==> src/rtl/cfq_pkg.sv <==
package cfq_pkg;

   typedef enum logic [1:0] {
      CLS_OTHER    = 2'd0,
      CLS_FEEDBACK = 2'd1,
      CLS_REDIRECT = 2'd2
   } cmd_class_e;

endpackage

==> src/rtl/cfq_classify.sv <==
module cfq_classify
   import cfq_pkg::*;
#(
   parameter int unsigned OP_W       = 3,
   parameter int unsigned FB_OP      = 4,
   parameter logic [(1<<OP_W)-1:0] REDIR_MASK = '1
) (
   input  logic [OP_W-1:0] op_i,
   output cmd_class_e      cls_o
);

   localparam int unsigned N_OPS = 1 << OP_W;

   initial begin
      assert (FB_OP < N_OPS)
         else $error("cfq_classify: FB_OP outside opcode range");
      assert (REDIR_MASK[FB_OP] == 1'b0)
         else $error("cfq_classify: feedback opcode cannot also redirect");
   end

   logic [N_OPS-1:0] op_onehot;
   logic             hit_fb;
   logic             hit_redir;

   for (genvar g = 0; g < N_OPS; g++) begin : g_dec
      assign op_onehot[g] = (op_i == OP_W'(g));
   end

   assign hit_fb    = op_onehot[FB_OP];
   assign hit_redir = |(op_onehot & REDIR_MASK);

   always_comb begin
      if (hit_fb)         cls_o = CLS_FEEDBACK;
      else if (hit_redir) cls_o = CLS_REDIRECT;
      else                cls_o = CLS_OTHER;
   end

endmodule

==> src/rtl/cfq_fifo.sv <==
module cfq_fifo #(
   parameter int unsigned W     = 32,
   parameter int unsigned DEPTH = 4
) (
   input  logic         clk_i,
   input  logic         reset_i,
   input  logic         push_i,
   input  logic [W-1:0] data_i,
   input  logic         pop_i,
   output logic [W-1:0] data_o,
   output logic         empty_o,
   output logic         full_o
);

   localparam int unsigned PTR_W = (DEPTH > 1) ? $clog2(DEPTH) : 1;
   localparam int unsigned CNT_W = $clog2(DEPTH + 1);
   localparam bit          POW2  = ((DEPTH & (DEPTH - 1)) == 0);
   localparam logic [PTR_W-1:0] LAST = PTR_W'(DEPTH - 1);

   initial begin
      assert (DEPTH >= 2) else $error("cfq_fifo: DEPTH must be at least 2");
      assert (W >= 1)     else $error("cfq_fifo: W must be positive");
   end

   logic [W-1:0]     mem [DEPTH];
   logic [PTR_W-1:0] wr_q, rd_q, wr_nxt, rd_nxt;
   logic [CNT_W-1:0] cnt_q;

   if (POW2) begin : g_wrap_pow2
      assign wr_nxt = wr_q + 1'b1;
      assign rd_nxt = rd_q + 1'b1;
   end else begin : g_wrap_cmp
      assign wr_nxt = (wr_q == LAST) ? '0 : wr_q + 1'b1;
      assign rd_nxt = (rd_q == LAST) ? '0 : rd_q + 1'b1;
   end

   always_ff @(posedge clk_i) begin
      if (reset_i) begin
         wr_q  <= '0;
         rd_q  <= '0;
         cnt_q <= '0;
      end else begin
         if (push_i) wr_q <= wr_nxt;
         if (pop_i)  rd_q <= rd_nxt;
         if (push_i && !pop_i)      cnt_q <= cnt_q + 1'b1;
         else if (pop_i && !push_i) cnt_q <= cnt_q - 1'b1;
      end
   end

   always_ff @(posedge clk_i) begin
      if (push_i) mem[wr_q] <= data_i;
   end

   assign data_o  = mem[rd_q];
   assign empty_o = (cnt_q == '0);
   assign full_o  = (cnt_q == CNT_W'(DEPTH));

   // the producer side never writes into a full buffer
   a_r2_no_push_full : assert property (@(posedge clk_i) disable iff (reset_i)
      full_o |-> !push_i);

   // a take only happens when a stored command exists
   a_r3_pop_has_data : assert property (@(posedge clk_i) disable iff (reset_i)
      pop_i |-> !empty_o);

   // simultaneous store and take keep the occupancy
   a_r9_both_keep_level : assert property (@(posedge clk_i) disable iff (reset_i)
      (push_i && pop_i) |=> (full_o == $past(full_o)) && !empty_o);

endmodule

==> src/rtl/cfq_ctrl.sv <==
module cfq_ctrl
   import cfq_pkg::*;
(
   input  logic       clk_i,
   input  logic       reset_i,
   input  logic       head_avail_i,
   input  cmd_class_e head_cls_i,
   input  logic       cons_ready_i,
   input  logic       proc_done_i,
   input  logic       push_i,
   input  logic       fifo_empty_i,
   output logic       cons_valid_o,
   output logic       take_o,
   output logic       flush_o,
   output logic       fence_o
);

   logic busy_q;
   logic fence_q;
   logic head_fb;
   logic take_slow;

   assign head_fb      = head_avail_i && (head_cls_i == CLS_FEEDBACK);
   assign cons_valid_o = head_avail_i && (head_fb || !busy_q);
   assign take_o       = head_fb || (cons_valid_o && cons_ready_i);
   assign take_slow    = take_o && !head_fb;
   assign flush_o      = take_o && (head_cls_i == CLS_REDIRECT);

   always_ff @(posedge clk_i) begin
      if (reset_i) begin
         busy_q  <= 1'b0;
         fence_q <= 1'b1;
      end else begin
         if (take_slow)        busy_q <= 1'b1;
         else if (proc_done_i) busy_q <= 1'b0;
         fence_q <= fifo_empty_i && !busy_q && !push_i;
      end
   end

   assign fence_o = fence_q;

   // a feedback command at the head leaves that same cycle
   a_r4_fb_taken : assert property (@(posedge clk_i) disable iff (reset_i)
      head_fb |-> take_o);

   // no second multi-cycle command starts while one is in progress
   a_r6_busy_blocks : assert property (@(posedge clk_i) disable iff (reset_i)
      busy_q |-> !take_slow);

   // the flush strobe never spans two cycles
   a_r7_flush_single : assert property (@(posedge clk_i) disable iff (reset_i)
      flush_o |=> !flush_o);

   // fence high implies the queue is empty and idle
   a_r8_fence_idle : assert property (@(posedge clk_i) disable iff (reset_i)
      fence_o |-> (fifo_empty_i && !busy_q));

   // a store always pulls the fence low on the next cycle
   a_r8_store_drops_fence : assert property (@(posedge clk_i) disable iff (reset_i)
      push_i |=> !fence_o);

endmodule

==> src/rtl/cmd_fence_queue.sv <==
module cmd_fence_queue
   import cfq_pkg::*;
#(
   parameter int unsigned CMD_W      = 32,
   parameter int unsigned DEPTH      = 4,
   parameter int unsigned OP_W       = 3,
   parameter int unsigned FB_OP      = 4,
   parameter logic [(1<<OP_W)-1:0] REDIR_MASK = (1 << OP_W)'(8'b0000_0111)
) (
   input  logic             clk_i,
   input  logic             reset_i,
   input  logic             prod_valid_i,
   input  logic [CMD_W-1:0] prod_data_i,
   output logic             prod_ready_o,
   output logic             cons_valid_o,
   output logic [CMD_W-1:0] cons_data_o,
   input  logic             cons_ready_i,
   output logic             cons_take_o,
   input  logic             proc_done_i,
   output logic             flush_o,
   output logic             fence_o
);

   initial begin
      assert (OP_W >= 1 && OP_W < CMD_W)
         else $error("cmd_fence_queue: opcode field must fit inside the word");
      assert (OP_W <= 8)
         else $error("cmd_fence_queue: opcode field too wide for mask decode");
   end

   logic       push;
   logic       fifo_empty;
   logic       fifo_full;
   cmd_class_e head_cls;

   assign prod_ready_o = !fifo_full;
   assign push         = prod_valid_i && !fifo_full;

   cfq_fifo #(
      .W     (CMD_W),
      .DEPTH (DEPTH)
   ) u_fifo (
      .clk_i   (clk_i),
      .reset_i (reset_i),
      .push_i  (push),
      .data_i  (prod_data_i),
      .pop_i   (cons_take_o),
      .data_o  (cons_data_o),
      .empty_o (fifo_empty),
      .full_o  (fifo_full)
   );

   cfq_classify #(
      .OP_W       (OP_W),
      .FB_OP      (FB_OP),
      .REDIR_MASK (REDIR_MASK)
   ) u_classify (
      .op_i  (cons_data_o[CMD_W-1 -: OP_W]),
      .cls_o (head_cls)
   );

   cfq_ctrl u_ctrl (
      .clk_i        (clk_i),
      .reset_i      (reset_i),
      .head_avail_i (!fifo_empty),
      .head_cls_i   (head_cls),
      .cons_ready_i (cons_ready_i),
      .proc_done_i  (proc_done_i),
      .push_i       (push),
      .fifo_empty_i (fifo_empty),
      .cons_valid_o (cons_valid_o),
      .take_o       (cons_take_o),
      .flush_o      (flush_o),
      .fence_o      (fence_o)
   );

endmodule

==> config.mk <==
export PLATFORM = sky130hd
export DESIGN_NAME = cmd_fence_queue
export DESIGN_NICKNAME = d
export VERILOG_FILES = /design/src/rtl/cfq_pkg.sv /design/src/rtl/cfq_classify.sv /design/src/rtl/cfq_fifo.sv /design/src/rtl/cfq_ctrl.sv /design/src/rtl/cmd_fence_queue.sv
export SDC_FILE = /design/constraint.sdc
export NUM_CORES = 1
export LEC_CHECK = 0
export BUFFER_PORTS_ARGS = -buffer_cell sky130_fd_sc_hd__clkbuf_2
export CAP_MARGIN = 0
export CORE_ASPECT_RATIO = 1.4
export CORE_UTILIZATION = 50
export DETAILED_ROUTE_END_ITERATION = 8
export GPL_TIMING_DRIVEN = 0
export HOLD_SLACK_MARGIN = 0.06
export PLACE_DENSITY = 0.82
export SLEW_MARGIN = 20
export SYNTH_ARGS = -nofsm -noshare
export SYNTH_HDL_FRONTEND = slang
export SYNTH_SLANG_ARGS = --single-unit
export TNS_END_PERCENT = 20
==> constraint.sdc <==
create_clock -name clk_i -period 3.7 [get_ports clk_i]
set_input_delay 0.74 -clock clk_i [delete_from_list [all_inputs] [get_ports clk_i]]
set_output_delay 0.74 -clock clk_i [all_outputs]
set_load 0.05 [all_outputs]
==> results of run 1 <==
## cells by family after synthesis
| logic type | count (synthesis) | share of synthesized area, % |
|---|---|---|
| flops | 139 | 78.2 |
| mux | 35 | 14.5 |
| simple gates | 28 | 2.86 |
| buf+inv | 14 | 1.23 |
| compound gates | 10 | 1.20 |
| fa+ha+maj | 6 | 1.59 |
| xor+xnor | 3 | 0.505 |
## power by group through the flow
stage | registers, W | logic, W | clock network, W
global placement | 0.00202 | 0.00147 | 0
CTS | 0.00200 | 0.00154 | 0.00163
detailed placement | 0.00203 | 0.00154 | 0
finish | 0.00200 | 0.00152 | 0.00160
floorplan | 0.00202 | 0.00118 | 0
global route | 0.00201 | 0.00162 | 0.00170
## cell type report
type / instances / area [sq um]
buffer: 9 / 45.0
clock buffer: 27 / 556
clock inverter: 5 / 27.5
fill: 716 / 3570
inverter: 5 / 18.8
multi-input combinational: 82 / 1080
sequential: 139 / 4060
tap: 135 / 169
timing repair buffer: 77 / 475
## worst min-delay path by stage
stage,slack [ns],startpoint,depth (start not counted),to
2_1_floorplan,0.50,u_fifo.cnt_q[2],2,u_fifo.cnt_q[2]
3_3_place_gp,0.52,u_fifo.cnt_q[2],2,u_fifo.cnt_q[2]
3_5_place_dp,0.54,u_fifo.wr_q[1],2,u_fifo.wr_q[1]
4_1_cts,0.54,prod_data_i[0],1,u_fifo.mem[2][0]
5_1_grt,0.54,prod_data_i[21],1,u_fifo.mem[2][21]
6_report,0.55,u_fifo.wr_q[1],2,u_fifo.wr_q[1]
## state kept, by name, indices dropped and copies added (netlist names), named ones only
signal and flops:
u_fifo.mem 128, u_fifo.cnt_q 3, u_fifo.rd_q 2, u_fifo.wr_q 2, u_ctrl.busy_q 1, u_ctrl.fence_o 1
## cells in the mapped netlist (all sizes together), types with 3 or more instances
master    n  area (sq um)
and2      4          25.0
dfxtp    11           220
buf       5          30.0
ha        5          62.6
nor2      9          33.8
nand2     3          11.3
clkbuf    4          15.0
a21oi     4          20.0
edfxtp  128          3840
mux4     32           721
inv       5          18.8
## routing by layer
layer	vias to the layer above	track usage, %
met5	-	0
met4	0	6.75
met3	12	6.86
met2	75	29.7
met1	1289	21.3
li1	1165	-
## tightest hold or removal path: stages (launching register included)
cell,delay [ns]
dfxtp_1,0.33
mux2i_1,0.13
nor2_1,0.05
## through the flow
stage | util [%] | setup slack, ns | total power, W | area (sq um) | std cells
after floorplan | - | 0.525 | 0.00319 | 5210 | 235
after global placement | 57.4 | 0.576 | 0.00349 | 5740 | 443
after detailed placement | 58.5 | 0.759 | 0.00357 | 5860 | 447
after CTS | 64.3 | 0.313 | 0.00517 | 6440 | 479
after global routing | 64.3 | 0.220 | 0.00533 | 6440 | 479
final | 64.3 | 0.382 | 0.00511 | 6440 | 479
==> flow_summary_export.csv, run 1 <==
group,metric,value,unit
run,max-cap-violations,0,
yosys,synth_nets,278,
final_layout,antenna_cells,0,
pwr,swShare,33.0,%
cts,clk_pin_slew_worst_paths,0.06,ns
final_layout,drive_gt1_share,43.3,%
timing,finalSetupTns,0,ns
setup_path,startpoint_type,"flop",
setup_path,cpPeakStageDelay,0.54,ns
yosys,ys_async_sr_fraction,0,%
timing,final_hold_viol_count,0,
drt,ant_nets,0,
drt,dr_wl_met2,4.56,mm
placement,place_congestion,0.709,
placement,port_buffers,73,
pwr,power.leakage,2.28,nW
pwr,pwr-share-clk,31.3,%
pwr,p_seq_share,39.0,%
pwr,p_int,0.00343,W
cts,post-cts-setup-buffers,0,
floorplanning,fp.dieArea,10800,sq um
setup_path,regToRegEndpoint,"u_fifo.cnt_q[2]",
setup_path,cp.depth,4,
yosys,synthCells,235,
timing,finalClockSkew,0.00915,ns
setup_path,required,2.96,ns
timing,finalCritPeriodShare,89.7,%
floorplanning,die_y,123,um
drt,vias,2541,
cts,cts_resized,0,
timing,rsz0062_at_grt,"no",
placement,dp_hpwl,5.64,mm
yosys,ys.flop_type,"edfxtp_1",
final_layout,area_delta_synth_final,23.8,%
yosys,mappedNetlistArea,5200,sq um
yosys,ys_seq_area_share,78.2,%
drt,wl_met3,372,um
global_route,grt_pass1_vias,2652,
setup_path,crit_fanout,10,
timing,period_minus_slack,3.32,ns
global_route,antenna_found_initial,0,
global_route,grt.total_usage,18.0,%
final_layout,final_cell_mix,"edfxtp_1, clkbuf_2, mux4_2, clkbuf_16, dfxtp_1",
cts,clk_latency,0.41,ns
cts,cts_root_buffer,"clkbuf_16",
setup_path,crit_buf_inv,3,
yosys,ys_ff_latch,139,
final_layout,num-nets-final,374,
cts,cts_hold_buf,0,
global_route,grt_pass1_wl,13.6,mm
drt,drt_iter0_drc,176,
setup_path,worst_ep_arrival_time,2.58,ns
drt,drc_errors,0,
pwr,p_per_area,794,nW/um^2
setup_path,critical_path_class,"flop to output pin",
setup_path,r2r_slack,0.87,ns
drt,dr.pass1.iters,4,
pwr,peakVddDrop,0.584,mV
timing,timing.hold.ws,0.551,ns
drt,top_layer_used,"met4",
setup_path,cp_top_family,"buffers and inverters",
setup_path,worstRegToRegCells,11,
floorplanning,start_util,52.0,%
drt,met1Wirelength,3.47,mm
setup_path,critPathCaptureType,"output pin",
cts,htreeDepth,4,
timing,setup_viol,0,
yosys,ys_warn_count,0,
drt,drt-total-wl,8.50,mm
floorplanning,rows,43,
global_route,grt_overflow_total,0,
cts,clock_sinks,139,
cts,cts_tree,"done",
cts,cts_buffers,17,
yosys,syn_avg_cell_area,22.1,sq um
timing,slew_headroom,44.8,%
worst_hold_path,hold_class,"flop to flop",
floorplanning,io_pins,74,
yosys,synth_edf_count,128,
final_layout,final_common_cell,"edfxtp_1",
floorplanning,core,10000,sq um
timing,slew_violations,0,
yosys,synth_cell_types,33,
setup_path,crit_end,"cons_data_o[25]",
timing,fmax,301,MHz
timing,worst_pin_slew,0.828,ns
pwr,switchingPower,0.00169,W
floorplanning,die_x,88.2,um
pwr,p_comb_share,29.7,%
drt,vias_per_cell,5.30,
cts,clock_path_buffers,2,
global_route,grt_max_degree,20,
run_status,status,"finished, final reports clean",
setup_path,crit_chain,"buf_1 -> clkbuf_1 -> mux4_2 -> clkbuf_2",
setup_path,crit_path_top_delay_cell,"buf_1",
drt,wl_per_cell,17.8,um
Note: power is estimated with default switching activity, not from simulation.
==> run 2, diff against run 1 <==
--- a/config.mk
+++ b/config.mk
@@ -5,6 +5,7 @@
 export SDC_FILE = /design/constraint.sdc
 export NUM_CORES = 1
 export LEC_CHECK = 0
+export ABC_AREA = 1
 export BUFFER_PORTS_ARGS = -buffer_cell sky130_fd_sc_hd__clkbuf_2
 export CAP_MARGIN = 0
 export CORE_ASPECT_RATIO = 1.4
==> run 2 against run 1 <==
  * Hold slack lost 0.085 ns
  * Total power is 18% higher
  * Routed wire length up 34%
  * Synthesized cell count increased by 70%
  * Clock skew fell by 0.0050 ns
  * First-iteration DRC count is 84% higher
  * Utilization decreased by 0.47 points
  * Clock power up 7%
  * Global-route usage up 4.2 points
  * Count of clock-buffer cells in the layout is 10 lower
  * Register-to-register slack better by 0.51 ns
  * Setup slack better by 0.12 ns
  * Critical path type unchanged
  * Largest cell class unchanged
==> flow_summary_export.csv, run 2 <==
group,metric,value,unit
global_route,antenna_found_initial,0,
final_layout,final_common_cell,"edfxtp_1",
placement,place_congestion,0.745,
floorplanning,core,10300,sq um
setup_path,r2r_slack,1.38,ns
final_layout,post-route-util,63.9,%
drt,drt_iter0_drc,324,
timing,rsz0062_at_grt,"no",
setup_path,cp_top_family,"buffers and inverters",
yosys,synthCells,399,
setup_path,crit_chain,"inv_1 -> clkbuf_1 -> clkbuf_1 -> o21ai_0 -> o22ai_1 -> clkbuf_2",
yosys,ys.flop_type,"edfxtp_1",
global_route,grt_max_degree,20,
setup_path,regToRegEndpoint,"u_fifo.cnt_q[1]",
floorplanning,start_util,51.5,%
drt,vias,3574,
cts,htreeDepth,4,
yosys,synthMuxAreaShare,0,%
timing,finalClockSkew,0.00410,ns
cts,clk_latency,0.41,ns
worst_hold_path,min_from,"u_ctrl.busy_q",
yosys,yosys.area_share.simple,7.78,%
drt,drt-total-wl,11.4,mm
floorplanning,rows,44,
timing,slew_headroom,52.2,%
yosys,synth_top_cells_by_count,"edfxtp_1, nor2_1, o21ai_0",
drt,dr.pass1.iters,4,
timing,slew_violations,0,
final_layout,antenna_cells,0,
yosys,ys_seq_area_share,76.3,%
timing,timing.hold.ws,0.466,ns
yosys,synth_nets,442,
yosys,synth_top_area_cell,"edfxtp_1",
setup_path,critical_path_class,"flop to output pin",
final_layout,n_fill_cell,788,
cts,clock_path_buffers,2,
setup_path,worstRegToRegCells,12,
floorplanning,die_y,124,um
setup_path,crit_top_cell,"clkbuf_1",
yosys,synth_xor_area_share,0.164,%
global_route,grt_pass1_wl,17.4,mm
yosys,ys_warn_count,0,
drt,vias_per_cell,5.53,
yosys,yosys.area_share.adder,1.55,%
cts,post-cts-setup-buffers,0,
yosys,ys_async_sr_fraction,0,%
cts,cts_resized,0,
setup_path,required,2.96,ns
timing,fmax,312,MHz
setup_path,crit_fanout,10,
setup_path,startpoint_type,"flop",
setup_path,crit_path_top_delay_cell,"clkbuf_1",
cts,clk_pin_slew_worst_paths,0.05,ns
worst_hold_path,hold_class,"flop to flop",
global_route,grt.total_usage,22.2,%
yosys,synth_top_family_by_area,"compound AO/OA/AOI/OAI gates",
timing,finalCritPeriodShare,86.5,%
drt,ant_nets,0,
floorplanning,io_pins,74,
setup_path,cpPeakStageDelay,0.42,ns
setup_path,critPathCaptureType,"output pin",
timing,setup_viol,0,
run_status,status,"finished, final reports clean",
pwr,peakVddDrop,0.500,mV
timing,final_hold_viol_count,0,
final_layout,num-nets-final,538,
global_route,grt_overflow_total,0,
setup_path,crit_buf_inv,4,
final_layout,largest_register,"u_fifo.mem",
pwr,power.leakage,2.46,nW
timing,worst_pin_slew,0.715,ns
floorplanning,die_x,89.2,um
yosys,synth-compound-area-share,10.7,%
yosys,ys_ff_latch,139,
cts,cts_root_buffer,"clkbuf_16",
final_layout,drive_gt1_share,23.8,%
placement,dp_hpwl,7.31,mm
final_layout,final_cell_mix,"edfxtp_1, clkbuf_2, nor2_1, o21ai_0, o22ai_1",
worst_hold_path,whs_endpoint,"u_ctrl.fence_o",
worst_hold_path,holdPathStages,1,
drt,wl_per_cell,17.7,um
placement,port_buffers,73,
floorplanning,fp.dieArea,11100,sq um
final_layout,largest_register_ffs,128,
cts,cts_hold_buf,0,
run,max-cap-violations,0,
timing,period_minus_slack,3.20,ns
cts,cts_tree,"done",
yosys,synth_edf_count,128,
cts,cts_buffers,17,
cts,clock_sinks,139,
yosys,synth_top_area_share,72.2,%
yosys,mappedNetlistArea,5330,sq um
timing,finalSetupTns,0,ns
yosys,syn_avg_cell_area,13.3,sq um
final_layout,reg_top3,"u_fifo.mem x128, u_fifo.cnt_q x3",
drt,drc_errors,0,
setup_path,worst_ep_arrival_time,2.46,ns
yosys,yosysMostFrequentCell,"edfxtp_1",
yosys,synth.area.top_cells,"edfxtp_1, o21ai_0, nor2_1",
yosys,synth_cell_types,24,
pwr,p_per_area,910,nW/um^2
global_route,grt_pass1_vias,3551,
final_layout,area_delta_synth_final,24.1,%
==> run 2: final cells by class <==
cell class                 count  area, sq um  share of cell area (%)
timing repair buffer          77          475                    7.19
clock buffer                  17          425                    6.44
sequential                   139         4060                    61.5
buffer                        19         83.8                    1.27
tap                          138          173                    2.61
inverter                      27          101                    1.53
multi-input combinational    214         1110                    16.8
clock inverter                15          180                    2.73
==> run 2: per-stage QoR <==
stage          setup WS, ns  cell area (sq um)  cells  power, W
2_1_floorplan         0.693               5330    399   0.00370
3_3_place_gp         -0.136               5860    610   0.00424
3_5_place_dp          0.936               6000    614   0.00433
4_1_cts               0.462               6610    646   0.00605
5_1_grt               0.336               6610    646   0.00627
6_report              0.498               6610    646   0.00602
==> run 2: cell families (layout without fill, tap and decap cells) <==
family                   after synthesis  count (layout)
flip-flops                           139             139
AND/OR/NAND/NOR                      104             104
AO/OA/AOI/OAI                        103             103
buffers and inverters                 46             155
adder cells (fa/ha/maj)                6               6
XOR/XNOR                               1               1
==> run 2: worst register-to-register path, cell delays in order, from the launching register on <==
cell	delay [ns]
dfxtp_1	0.43
inv_1	0.16
nand3_1	0.12
nand2_1	0.12
nor2_2	0.14
nand2_2	0.11
o21ai_4	0.12
inv_1	0.08
ha_1	0.20
inv_1	0.10
fa_1	0.41
o21ai_0	0.16
a21oi_1	0.06
==> run 2: worst max path at each step <==
stage                      start                end  depth (start not counted)
global placement    prod_valid_i  u_fifo.mem[3][24]                          3
floorplan                   flop            flush_o                          9
detailed placement          flop    cons_data_o[26]                          6
finish                      flop    cons_data_o[20]                          6
global route                flop    cons_data_o[26]                          6
CTS                         flop    cons_data_o[26]                          6
==> run 2: per-layer routing <==
metal | vias up | global-route usage, % | share of wire, %
li1 | 1642 | - | -
met1 | 1740 | 24.4 | 36
met2 | 161 | 38.1 | 54
met3 | 31 | 6.76 | 7.0
met4 | 0 | 11.7 | 2.6
met5 | - | 0 | 0
==> run 2: report_power, final <==
group	leakage, nW	internal, W	switching, W	total, W
Sequential	1.26	0.00191	0.0000637	0.00197
Clock	0.286	0.00111	0.000601	0.00171
Combinational	0.906	0.000515	0.00182	0.00233
